**src/rtl/blkxfer_pkg.sv**
```systemverilog
package blkxfer_pkg;

    typedef enum logic [1:0] {
        CTL_IDLE,
        CTL_RUN,
        CTL_ABORT
    } ctl_state_e;

    typedef enum logic [1:0] {
        RD_IDLE,
        RD_ADDR,
        RD_DATA,
        RD_FULL
    } rd_state_e;

    typedef enum logic [1:0] {
        WR_IDLE,
        WR_ADDR,
        WR_DATA,
        WR_RESP
    } wr_state_e;

    localparam logic [1:0] BURST_INCR = 2'b01;

    // Response codes 2 (slave error) and 3 (decode error) are failures.
    function automatic logic resp_failed(input logic [1:0] code);
        return (code == 2'b10) || (code == 2'b11);
    endfunction

endpackage

```
**src/rtl/blkxfer_rd.sv**
```systemverilog
module blkxfer_rd
    import blkxfer_pkg::*;
#(
    parameter int ADDR_W = 32,
    parameter int DATA_W = 32,
    parameter int BLK_W  = 128
) (
    input  logic              clk,
    input  logic              rst_n,
    input  logic              flush,
    input  logic              go,
    input  logic [ADDR_W-1:0] go_addr,
    input  logic              take,
    output logic              idle,
    output logic              full,
    output logic [BLK_W-1:0]  blk,
    output logic              bad,
    output logic              arvalid,
    input  logic              arready,
    output logic [ADDR_W-1:0] araddr,
    output logic [7:0]        arlen,
    output logic [2:0]        arsize,
    output logic [1:0]        arburst,
    input  logic              rvalid,
    output logic              rready,
    input  logic [DATA_W-1:0] rdata,
    input  logic [1:0]        rresp,
    input  logic              rlast
);
    localparam int BEATS     = BLK_W / DATA_W;
    localparam int IDX_W     = (BEATS > 1) ? $clog2(BEATS) : 1;
    localparam int SIZE_CODE = $clog2(DATA_W / 8);

    rd_state_e         st_q, st_d;
    logic [IDX_W-1:0]  idx_q;
    logic [ADDR_W-1:0] addr_q;
    logic              beat_fire;
    logic              beat_end;
    logic [DATA_W-1:0] lane_q [BEATS];

    assign beat_fire = (st_q == RD_DATA) && rvalid;
    assign beat_end  = beat_fire && (idx_q == IDX_W'(BEATS - 1));

    always_ff @(posedge clk) begin
        if (!rst_n) st_q <= RD_IDLE;
        else        st_q <= st_d;
    end

    always_comb begin
        st_d = st_q;
        unique case (st_q)
            RD_IDLE: if (go)       st_d = RD_ADDR;
            RD_ADDR: if (arready)  st_d = RD_DATA;
            RD_DATA: if (beat_end) st_d = RD_FULL;
            RD_FULL: if (take)     st_d = RD_IDLE;
            default:               st_d = RD_IDLE;
        endcase
        if (flush) st_d = RD_IDLE;
    end

    always_comb begin
        idle    = (st_q == RD_IDLE);
        full    = (st_q == RD_FULL);
        arvalid = (st_q == RD_ADDR);
        rready  = (st_q == RD_DATA);
        araddr  = addr_q;
        arlen   = 8'(BEATS - 1);
        arsize  = 3'(SIZE_CODE);
        arburst = BURST_INCR;
        bad     = beat_fire && (resp_failed(rresp) ||
                  (rlast != (idx_q == IDX_W'(BEATS - 1))));
    end

    always_ff @(posedge clk) begin
        if (!rst_n) begin
            addr_q <= '0;
            idx_q  <= '0;
        end else if ((st_q == RD_IDLE) && go) begin
            addr_q <= go_addr;
            idx_q  <= '0;
        end else if (beat_fire) begin
            idx_q  <= idx_q + 1'b1;
        end
    end

    // One 32-bit lane per beat; beat g lands in bits g*DATA_W upward.
    for (genvar g = 0; g < BEATS; g++) begin : g_lane
        always_ff @(posedge clk) begin
            if (beat_fire && (idx_q == IDX_W'(g))) lane_q[g] <= rdata;
        end
        assign blk[g*DATA_W +: DATA_W] = lane_q[g];
    end

    p_ar_hold_r11: assert property (@(posedge clk) disable iff (!rst_n || flush)
        (arvalid && !arready) |=> (arvalid && $stable(araddr)));

    p_full_after_beat_r3: assert property (@(posedge clk) disable iff (!rst_n)
        $rose(full) |-> $past(rvalid && rready));

endmodule

```
**src/rtl/blkxfer_wr.sv**
```systemverilog
module blkxfer_wr
    import blkxfer_pkg::*;
#(
    parameter int ADDR_W = 32,
    parameter int DATA_W = 32,
    parameter int BLK_W  = 128
) (
    input  logic                clk,
    input  logic                rst_n,
    input  logic                flush,
    input  logic                accept,
    input  logic [ADDR_W-1:0]   go_addr,
    input  logic [BLK_W-1:0]    go_data,
    output logic                idle,
    output logic                b_ok,
    output logic                b_bad,
    output logic                awvalid,
    input  logic                awready,
    output logic [ADDR_W-1:0]   awaddr,
    output logic [7:0]          awlen,
    output logic [2:0]          awsize,
    output logic [1:0]          awburst,
    output logic                wvalid,
    input  logic                wready,
    output logic [DATA_W-1:0]   wdata,
    output logic [DATA_W/8-1:0] wstrb,
    output logic                wlast,
    input  logic                bvalid,
    output logic                bready,
    input  logic [1:0]          bresp
);
    localparam int BEATS     = BLK_W / DATA_W;
    localparam int IDX_W     = (BEATS > 1) ? $clog2(BEATS) : 1;
    localparam int SIZE_CODE = $clog2(DATA_W / 8);

    wr_state_e         st_q, st_d;
    logic [IDX_W-1:0]  idx_q;
    logic [ADDR_W-1:0] addr_q;
    logic [BLK_W-1:0]  hold_q;
    logic [DATA_W-1:0] lane [BEATS];
    logic              beat_fire;
    logic              beat_end;

    for (genvar g = 0; g < BEATS; g++) begin : g_lane
        assign lane[g] = hold_q[g*DATA_W +: DATA_W];
    end

    assign beat_fire = (st_q == WR_DATA) && wready;
    assign beat_end  = beat_fire && (idx_q == IDX_W'(BEATS - 1));

    always_ff @(posedge clk) begin
        if (!rst_n) st_q <= WR_IDLE;
        else        st_q <= st_d;
    end

    always_comb begin
        st_d = st_q;
        unique case (st_q)
            WR_IDLE: if (accept)   st_d = WR_ADDR;
            WR_ADDR: if (awready)  st_d = WR_DATA;
            WR_DATA: if (beat_end) st_d = WR_RESP;
            WR_RESP: if (bvalid)   st_d = WR_IDLE;
            default:               st_d = WR_IDLE;
        endcase
        if (flush) st_d = WR_IDLE;
    end

    always_comb begin
        idle    = (st_q == WR_IDLE);
        awvalid = (st_q == WR_ADDR);
        awaddr  = addr_q;
        awlen   = 8'(BEATS - 1);
        awsize  = 3'(SIZE_CODE);
        awburst = BURST_INCR;
        wvalid  = (st_q == WR_DATA);
        wdata   = lane[idx_q];
        wstrb   = '1;
        wlast   = (st_q == WR_DATA) && (idx_q == IDX_W'(BEATS - 1));
        bready  = (st_q == WR_RESP);
        b_ok    = (st_q == WR_RESP) && bvalid && !resp_failed(bresp);
        b_bad   = (st_q == WR_RESP) && bvalid &&  resp_failed(bresp);
    end

    always_ff @(posedge clk) begin
        if (!rst_n) begin
            addr_q <= '0;
            idx_q  <= '0;
        end else if ((st_q == WR_IDLE) && accept) begin
            addr_q <= go_addr;
            idx_q  <= '0;
        end else if (beat_fire) begin
            idx_q  <= idx_q + 1'b1;
        end
    end

    always_ff @(posedge clk) begin
        if ((st_q == WR_IDLE) && accept) hold_q <= go_data;
    end

    p_w_hold_r11: assert property (@(posedge clk) disable iff (!rst_n || flush)
        (wvalid && !wready) |=> (wvalid && $stable(wdata) && $stable(wlast)));

    p_w_after_aw_r4: assert property (@(posedge clk) disable iff (!rst_n)
        wvalid |-> !awvalid);

endmodule

```
**src/rtl/blkxfer_dma.sv**
```systemverilog
module blkxfer_dma
    import blkxfer_pkg::*;
#(
    parameter int ADDR_W = 32,
    parameter int DATA_W = 32,
    parameter int BLK_W  = 128,
    parameter int CNT_W  = 16
) (
    input  logic                clk,
    input  logic                rst_n,
    input  logic                cfg_start,
    input  logic [ADDR_W-1:0]   cfg_src_base,
    input  logic [ADDR_W-1:0]   cfg_dst_base,
    input  logic [CNT_W-1:0]    cfg_blocks,
    output logic                stat_busy,
    output logic                stat_done,
    output logic                stat_err,
    output logic                m_arvalid,
    input  logic                m_arready,
    output logic [ADDR_W-1:0]   m_araddr,
    output logic [7:0]          m_arlen,
    output logic [2:0]          m_arsize,
    output logic [1:0]          m_arburst,
    input  logic                m_rvalid,
    output logic                m_rready,
    input  logic [DATA_W-1:0]   m_rdata,
    input  logic [1:0]          m_rresp,
    input  logic                m_rlast,
    output logic                m_awvalid,
    input  logic                m_awready,
    output logic [ADDR_W-1:0]   m_awaddr,
    output logic [7:0]          m_awlen,
    output logic [2:0]          m_awsize,
    output logic [1:0]          m_awburst,
    output logic                m_wvalid,
    input  logic                m_wready,
    output logic [DATA_W-1:0]   m_wdata,
    output logic [DATA_W/8-1:0] m_wstrb,
    output logic                m_wlast,
    input  logic                m_bvalid,
    output logic                m_bready,
    input  logic [1:0]          m_bresp,
    output logic                ci_valid,
    input  logic                ci_ready,
    output logic [BLK_W-1:0]    ci_data,
    input  logic                co_valid,
    output logic                co_ready,
    input  logic [BLK_W-1:0]    co_data
);
    localparam int OFF_W = $clog2(BLK_W / 8);

    ctl_state_e        st_q, st_d;
    logic [ADDR_W-1:0] src_q, dst_q;
    logic [CNT_W-1:0]  blocks_q;
    logic [CNT_W-1:0]  rd_cnt_q, wr_cnt_q, b_cnt_q;
    logic              inflight_q;
    logic              done_q, err_q;

    logic              run, flush, start_ok;
    logic              rd_idle, rd_full, rd_bad, rd_go, take;
    logic              wr_idle, b_ok, b_bad, accept;
    logic              err_evt, last_b;
    logic [ADDR_W-1:0] rd_addr, wr_addr;

    assign run      = (st_q == CTL_RUN);
    assign flush    = (st_q == CTL_ABORT);
    assign start_ok = (st_q == CTL_IDLE) && cfg_start;
    assign rd_go    = run && rd_idle && (rd_cnt_q != blocks_q);
    assign rd_addr  = src_q + (ADDR_W'(rd_cnt_q) << OFF_W);
    assign wr_addr  = dst_q + (ADDR_W'(wr_cnt_q) << OFF_W);
    assign take     = ci_valid && ci_ready;
    assign accept   = co_valid && co_ready;
    assign err_evt  = run && (rd_bad || b_bad);
    assign last_b   = run && b_ok && (b_cnt_q == blocks_q - CNT_W'(1));

    always_ff @(posedge clk) begin
        if (!rst_n) st_q <= CTL_IDLE;
        else        st_q <= st_d;
    end

    always_comb begin
        st_d = st_q;
        unique case (st_q)
            CTL_IDLE:  if (cfg_start && (cfg_blocks != '0)) st_d = CTL_RUN;
            CTL_RUN: begin
                if (err_evt)     st_d = CTL_ABORT;
                else if (last_b) st_d = CTL_IDLE;
            end
            CTL_ABORT:           st_d = CTL_IDLE;
            default:             st_d = CTL_IDLE;
        endcase
    end

    always_comb begin
        stat_busy = (st_q != CTL_IDLE);
        stat_done = done_q;
        stat_err  = err_q;
        ci_valid  = run && rd_full && !inflight_q;
        co_ready  = run && wr_idle;
    end

    always_ff @(posedge clk) begin
        if (!rst_n) begin
            src_q      <= '0;
            dst_q      <= '0;
            blocks_q   <= '0;
            rd_cnt_q   <= '0;
            wr_cnt_q   <= '0;
            b_cnt_q    <= '0;
            inflight_q <= 1'b0;
            done_q     <= 1'b0;
            err_q      <= 1'b0;
        end else if (start_ok) begin
            src_q      <= cfg_src_base;
            dst_q      <= cfg_dst_base;
            blocks_q   <= cfg_blocks;
            rd_cnt_q   <= '0;
            wr_cnt_q   <= '0;
            b_cnt_q    <= '0;
            inflight_q <= 1'b0;
            done_q     <= (cfg_blocks == '0);
            err_q      <= 1'b0;
        end else if (run) begin
            if (rd_go)   rd_cnt_q   <= rd_cnt_q + 1'b1;
            if (accept)  wr_cnt_q   <= wr_cnt_q + 1'b1;
            if (b_ok)    b_cnt_q    <= b_cnt_q + 1'b1;
            if (take)    inflight_q <= 1'b1;
            if (accept)  inflight_q <= 1'b0;
            if (err_evt) err_q      <= 1'b1;
            else if (last_b) done_q <= 1'b1;
        end else begin
            inflight_q <= 1'b0;
        end
    end

    blkxfer_rd #(.ADDR_W(ADDR_W), .DATA_W(DATA_W), .BLK_W(BLK_W)) u_rd (
        .clk     (clk),
        .rst_n   (rst_n),
        .flush   (flush),
        .go      (rd_go),
        .go_addr (rd_addr),
        .take    (take),
        .idle    (rd_idle),
        .full    (rd_full),
        .blk     (ci_data),
        .bad     (rd_bad),
        .arvalid (m_arvalid),
        .arready (m_arready),
        .araddr  (m_araddr),
        .arlen   (m_arlen),
        .arsize  (m_arsize),
        .arburst (m_arburst),
        .rvalid  (m_rvalid),
        .rready  (m_rready),
        .rdata   (m_rdata),
        .rresp   (m_rresp),
        .rlast   (m_rlast)
    );

    blkxfer_wr #(.ADDR_W(ADDR_W), .DATA_W(DATA_W), .BLK_W(BLK_W)) u_wr (
        .clk     (clk),
        .rst_n   (rst_n),
        .flush   (flush),
        .accept  (accept),
        .go_addr (wr_addr),
        .go_data (co_data),
        .idle    (wr_idle),
        .b_ok    (b_ok),
        .b_bad   (b_bad),
        .awvalid (m_awvalid),
        .awready (m_awready),
        .awaddr  (m_awaddr),
        .awlen   (m_awlen),
        .awsize  (m_awsize),
        .awburst (m_awburst),
        .wvalid  (m_wvalid),
        .wready  (m_wready),
        .wdata   (m_wdata),
        .wstrb   (m_wstrb),
        .wlast   (m_wlast),
        .bvalid  (m_bvalid),
        .bready  (m_bready),
        .bresp   (m_bresp)
    );

    p_result_needs_inflight_r6: assert property (@(posedge clk) disable iff (!rst_n)
        (co_valid && co_ready) |-> inflight_q);

    p_done_not_busy_r7: assert property (@(posedge clk) disable iff (!rst_n)
        stat_done |-> !stat_busy);

    p_err_quiet_r8: assert property (@(posedge clk) disable iff (!rst_n)
        (stat_err && !stat_busy) |-> (!m_arvalid && !m_awvalid && !m_wvalid));

    p_zero_count_r9: assert property (@(posedge clk) disable iff (!rst_n)
        (cfg_start && !stat_busy && (cfg_blocks == '0)) |=> (stat_done && !stat_busy));

    p_start_ignored_r10: assert property (@(posedge clk) disable iff (!rst_n)
        (stat_busy && cfg_start) |=> $stable(src_q) && $stable(blocks_q));

endmodule

```
**config.mk**
```make
export PLATFORM = sky130hd
export DESIGN_NAME = blkxfer_dma
export DESIGN_NICKNAME = d
export VERILOG_FILES = /design/src/rtl/blkxfer_pkg.sv /design/src/rtl/blkxfer_rd.sv /design/src/rtl/blkxfer_wr.sv /design/src/rtl/blkxfer_dma.sv
export SDC_FILE = /design/constraint.sdc
export NUM_CORES = 1
export LEC_CHECK = 0
export BUFFER_PORTS_ARGS = -buffer_cell sky130_fd_sc_hd__buf_2
export CAP_MARGIN = 10
export CORE_MARGIN = 5
export CORE_UTILIZATION = 40
export CTS_BUF_LIST = sky130_fd_sc_hd__clkbuf_8
export DETAILED_ROUTE_END_ITERATION = 8
export PLACE_DENSITY = 0.73
export SLEW_MARGIN = 20
export SYNTH_ARGS = -nofsm -noshare
export SYNTH_HDL_FRONTEND = slang
export SYNTH_SLANG_ARGS = --single-unit
```
**constraint.sdc**
```tcl
create_clock -name clk -period 6.85 [get_ports clk]
set_clock_uncertainty 0.1 [all_clocks]
set_input_delay 0.685 -clock clk [delete_from_list [all_inputs] [get_ports clk]]
set_output_delay 0.685 -clock clk [all_outputs]
set_load 0.005 [all_outputs]
```
==> results.cfg, run 1 <==
[cells_and_area]
final-instance-count-excl-fill = 2810
fillers = 4223
final_util = 0.496
multi_input_area_um2 = 6760
ff_latch_area_um2 = 11800
postLayoutCellArea_um2 = 23500
syn2layout_area_growth_pct = 23.2
nNetsFinal = 2438
drive_gt1_frac = 0.304

[global_route]
antenna_found_initial = 17
met2_usage = 0.334
top_usage_layer = met2
grt_usage = 0.201
grt_overflow = 0
grt_pass1_vias = 14186
grt_max_degree = 94
grtUsageMet3 = 0.0701
gr-usage-met1 = 0.245
grt_first_pass_wirelength_mm = 82.8

[cts]
cts_sinks = 461
cts_setup_buffers = 0
cts.clk_slew.worst_paths_ns = 0.07
hold_buffers = 0
clockRootBuffer = clkbuf_8
cts_buffers = 78
cts_max_level = 3
cts_resized = 0
insertion_delay_ns = 0.65
clockBufferDepth = 3
cts_tree = built

[yosys]
ys_top_cells_by_count = edfxtp_1 (256), nand2_1 (234), dfxtp_1 (205), a21oi_1 (141), nor2_1 (124)
async_flop_share = 0
synth_warnings = 0
syn-instance-count = 1622
yosys-top-cells-area = edfxtp_1 (40%), dfxtp_1 (22%), nand2_1 (4.6%)
synth_area_um2 = 19100
seq_area_frac_synth = 0.618
synth_largest_area_cell = edfxtp_1
synthFlopType = edfxtp_1
synth_most_common_cell = edfxtp_1
ys_seq_elements = 461
yosysTopAreaCellShare = 0.403
synth_edf_count = 256
avgSynthCellArea_um2 = 11.8
synthDistinctLibCells = 66

[run_status]
status = completed

[place]
place.gp.congestion = 0.877
dp_cells = 2667
numPortBuffers = 487
placed_area_um2 = 22000
hpwlAfterDp_mm = 40.4

[detailed_routing]
routed_wl_mm = 54.8
first_pass_iters = 6
ant_nets = 0
routedWlPerCell_um = 19.5
num_vias = 14311
vias_per_cell = 5.09
drc = 0
drt-initial-drc-count = 949

[sta]
tightestPinTransition_ns = 1.08
post-route-min-period_ns = 3.37
relSlewSlack = 0.278
report.final.hold_viol_count = 0
drv_slew = 0
finalCritPeriodShare = 0.492
fmax_ghz = 0.297
fin_tns_setup_ns = 0
rsz0062_at_grt = false
setup_viol = 0

[pwr]
powerDensity_nw_per_um2 = 274
peakVddDrop_v = 0.000140
power.leakage_nw = 9.34

[min_path]
hp-start = co_data[27]
min_to = u_wr.hold_q[27]$_DFFE_PP_
hold_depth = 1
min_path_type = primary input to flip-flop

[worst_setup_path]
reg2reg_from = rd_cnt_q[2]$_SDFFE_PP0P_
cp.arrival_ns = 3.75
cp-startpoint = rd_cnt_q[2]$_SDFFE_PP0P_
path_class = flip-flop to flip-flop
timing.rr.end = u_rd.araddr[31]$_SDFFE_PN0P_
rr_worst_depth = 8
critical_path_required_ns = 7.23
reg2reg_slack_ns = 3.48
crit_fanout = 5
end_kind = flip-flop
critPathLaunchType = flip-flop

[job]
maxCapViolCount = 0

[die]
ios = 520
fp.dieH_um = 228
rows = 80
coreArea_um2 = 47400
die_w_um = 228
start_util = 0.402
die_area_um2 = 52200
final cells by class:
class,count,area share
flip-flops and latches,461,0.501
clock buffers,87,0.0509
diodes,9,0.000958
multi-input cells,1058,0.287
clock inverters,47,0.0127
inverters,30,0.00511
well taps,615,0.0327
repair buffers,503,0.109
layer usage:
| metal | up-vias | wire [µm] |
|---|---|---|
| met4 | 14 | 1530 |
| met5 | - | 94 |
| met2 | 579 | 26100 |
| met1 | 6811 | 22100 |
| li1 | 6801 | - |
| met3 | 106 | 4920 |
critical path: stages, from the launching register on:
cell and delay [ns]:
dfxtp_1 0.45, ha_1 0.29, o21a_1 0.17, a21oi_1 0.11, a211oi_1 0.61, a31oi_1 0.36, a2111oi_0 0.84, xnor2_1 0.19
a21oi_1 0.09
through the flow:
stage / total power, mW / hold WS [ns] / worst slack, ns
final: 6.45 / 0.107 / 3.48
after global routing: 6.77 / 0.0600 / 3.21
after CTS: 6.53 / 0.0494 / 3.45
after detailed placement: 4.14 / 0.346 / 3.47
after global placement: 4.10 / 0.336 / 3.53
after floorplan: 3.79 / 0.332 / 1.35
how the worst max path moves through the flow:
stage | end | slack, ns | cells past startpoint
floorplan | u_wr.hold_q[0]$_DFFE_PP_ | 1.35 | 7
global placement | u_rd.araddr[31]$_SDFFE_PN0P_ | 3.53 | 8
detailed placement | u_rd.araddr[31]$_SDFFE_PN0P_ | 3.47 | 8
CTS | m_wdata[26] | 3.45 | 3
global route | u_rd.araddr[31]$_SDFFE_PN0P_ | 3.21 | 8
finish | u_rd.araddr[31]$_SDFFE_PN0P_ | 3.48 | 8
state kept, by name, summed over array words and instances (netlist names), 32 cells and up:
signal,cells
u_rd.lane_q,128
u_wr.hold_q,128
dst_q,32
src_q,32
u_rd.araddr,32
u_wr.awaddr,32
power by group:
part	internal, mW	total (mW)	switching (mW)
registers	3.14	3.25	0.108
logic	0.332	0.824	0.491
clock network	1.28	2.38	1.10
kinds of logic after synthesis:
kind of cell,share of synthesized area
adder cells (fa/ha/maj),0.0342
XOR/XNOR,0.0546
AND/OR/NAND/NOR,0.125
other,0.000393
multiplexers,0.0482
flip-flops,0.618
AO/OA/AOI/OAI,0.0861
buffers and inverters,0.0340
cell usage in the layout, fill, tap and decap left out, types with 14 or more instances in the layout:
cell type | synthesis | final
nand2_1 | 234 | 233
conb_1 | 2 | 30
mux2i_1 | 20 | 20
nor2_1 | 124 | 124
a21oi_1 | 141 | 141
buf_2 | 0 | 487
nand3_1 | 43 | 43
xor2_1 | 50 | 50
xnor2_1 | 69 | 69
a211oi_1 | 16 | 16
clkinv_2 | 0 | 14
ha_1 | 49 | 49
nand4_1 | 23 | 23
dfxtp_1 | 205 | 204
buf_4 | 32 | 16
edfxtp_1 | 256 | 256
and3_1 | 19 | 19
inv_1 | 30 | 41
o21ai_0 | 48 | 48
mux4_2 | 32 | 32
nor3_1 | 20 | 19
clkbuf_8 | 3 | 87
Power figures use the tool's default switching activity.
==> inputs of run 2 (changes only) <==
==> constraint.sdc (replaced) <==
create_clock -name clk -period 3.5 [get_ports clk]
set_clock_uncertainty 0.1 [all_clocks]
set_input_delay 0.35 -clock clk [delete_from_list [all_inputs] [get_ports clk]]
set_output_delay 0.35 -clock clk [all_outputs]
set_load 0.005 [all_outputs]
==> results.cfg, run 2 (synthesized netlist as in run 1, its figures left out) <==
[sta]
relSlewSlack = 0.475
holdWs_ns = 0.0688
setup_ws_ns = 0.231
rsz0062_at_grt = false
tightestPinTransition_ns = 0.788
setup_viol = 0
drv_slew = 0
post-route-min-period_ns = 3.27
fmax_ghz = 0.306
report.final.hold_viol_count = 0
finalCritPeriodShare = 0.934
fin_tns_setup_ns = 0

[place]
placed_area_um2 = 22100
post-place-ws_ns = 0.268
numPortBuffers = 487
hpwlAfterDp_mm = 41.5
place.gp.congestion = 0.898

[cts]
cts_max_level = 3
clockBufferDepth = 3
cts_buffers = 79
cts_setup_buffers = 0
cts_resized = 0
cts_tree = built
insertion_delay_ns = 0.65
cts.clk_slew.worst_paths_ns = 0.05
cts_sinks = 461
clockRootBuffer = clkbuf_8
hold_buffers = 248

[cells_and_area]
syn2layout_area_growth_pct = 36.6
final_common_cell = buf_2
layout_common_cells = buf_2 (487), edfxtp_1 (256), dlygate4sd3_1 (248), nand2_1 (233), dfxtp_1 (204)
nNetsFinal = 2692
fillers = 3863
drive_gt1_frac = 0.271
final_util = 0.550
reg.largest.list = u_rd.lane_q: 128 flops, u_wr.hold_q: 128 flops
postLayoutCellArea_um2 = 26100

[die]
coreArea_um2 = 47400
start_util = 0.402
die_w_um = 228
ios = 520
rows = 80
die_area_um2 = 52200
fp.dieH_um = 228

[worst_setup_path]
reg2reg_from = blocks_q[9]$_SDFFE_PN0P_
crit_path_top_delay_cell = or4_4
critical_path_required_ns = 3.92
max_stage_delay_ns = 0.57
crit_chain = or4_4, or4_4, a211oi_2, o22ai_1, or4_1, or4_1, a41o_1
end_kind = flip-flop
path_buf_inv = 0
critPathLaunchType = flip-flop
critPathTopFamily = simple AND/OR/NAND/NOR gates
crit_fanout = 8
cp.arrival_ns = 3.69
path_class = flip-flop to flip-flop
cp-startpoint = blocks_q[9]$_SDFFE_PN0P_

[pwr]
peakVddDrop_v = 0.000400
power.leakage_nw = 10.5
powerDensity_nw_per_um2 = 500

[detailed_routing]
drt-initial-drc-count = 1310
ant_nets = 0
num_vias = 15838
vias_per_cell = 5.16
routedWlPerCell_um = 20.2
drc = 0
first_pass_iters = 5
routed_wl_mm = 62.2

[global_route]
grt_pass1_vias = 16022
grt_overflow = 0
antenna_found_initial = 9
grt_max_degree = 129
grt_usage = 0.231
grt_first_pass_wirelength_mm = 94.4

[min_path]
hp-start = m_bvalid
min_path_type = primary input to flip-flop

[run_status]
status = completed

[job]
maxCapViolCount = 0
[run 2: cell types whose count changed in the layout (fill, tap and decap cells not counted), sizes merged]
cell,before,now
buf,503,508
bufinv,3,2
clkinv,26,21
clkinvlp,3,1
diode,9,7
dlygate4sd3,0,248
inv,45,62
[run 2: stage by stage]
stage          power (mW)  instances
2_1_floorplan        7.41       1650
3_3_place_gp         8.05       2672
6_report             13.0       3070
5_1_grt              13.6       3069
4_1_cts              13.0       3063
3_5_place_dp         8.12       2672
[run 2: worst min-delay path: cells and delay by family]
family,cells,cell delay (ns)
AO/OA/AOI/OAI,1,0.17
AND/OR/NAND/NOR,1,0.12
buffers and inverters,1,0.11
[run 2: routing by layer]
metal  up-vias  wire (µm)  global-route usage
li1       7309          -                   -
met1      7579      23700               0.274
met2       796      30000               0.386
met3       152       5790              0.0761
met4         2       2660              0.0978
met5         -          7                   0
[run 2: final timing paths]
kind	to	slack [ns]	cells past startpoint
max	st_q[0]$_SDFFE_PN0P_	0.23	7
min	st_q[1]$_SDFFE_PN0P_	0.07	3
max reg2reg	st_q[0]$_SDFFE_PN0P_	0.23	7
min reg2reg	u_wr.awaddr[0]$_SDFFE_PN0P_	0.36	2
[run 2: power by group]
part	internal (mW)	switching, mW	leakage (nW)	total, mW
logic	0.848	1.07	5.59	1.92
clock network	2.45	2.28	0.882	4.73
registers	6.15	0.231	4.00	6.38
total	9.45	3.58	10.5	13.0
[run 2: area by class of cell]
class | instances | area (µm²) | area share
Antenna cell | 7 | 17.5 | 0.000672
Clock buffer | 87 | 1200 | 0.0459
Clock inverter | 56 | 315 | 0.0121
Inverter | 30 | 119 | 0.00456
Multi-Input combinational cell | 1058 | 6760 | 0.259
Sequential cell | 461 | 11800 | 0.452
Tap cell | 615 | 769 | 0.0295
Timing Repair Buffer | 756 | 5100 | 0.196
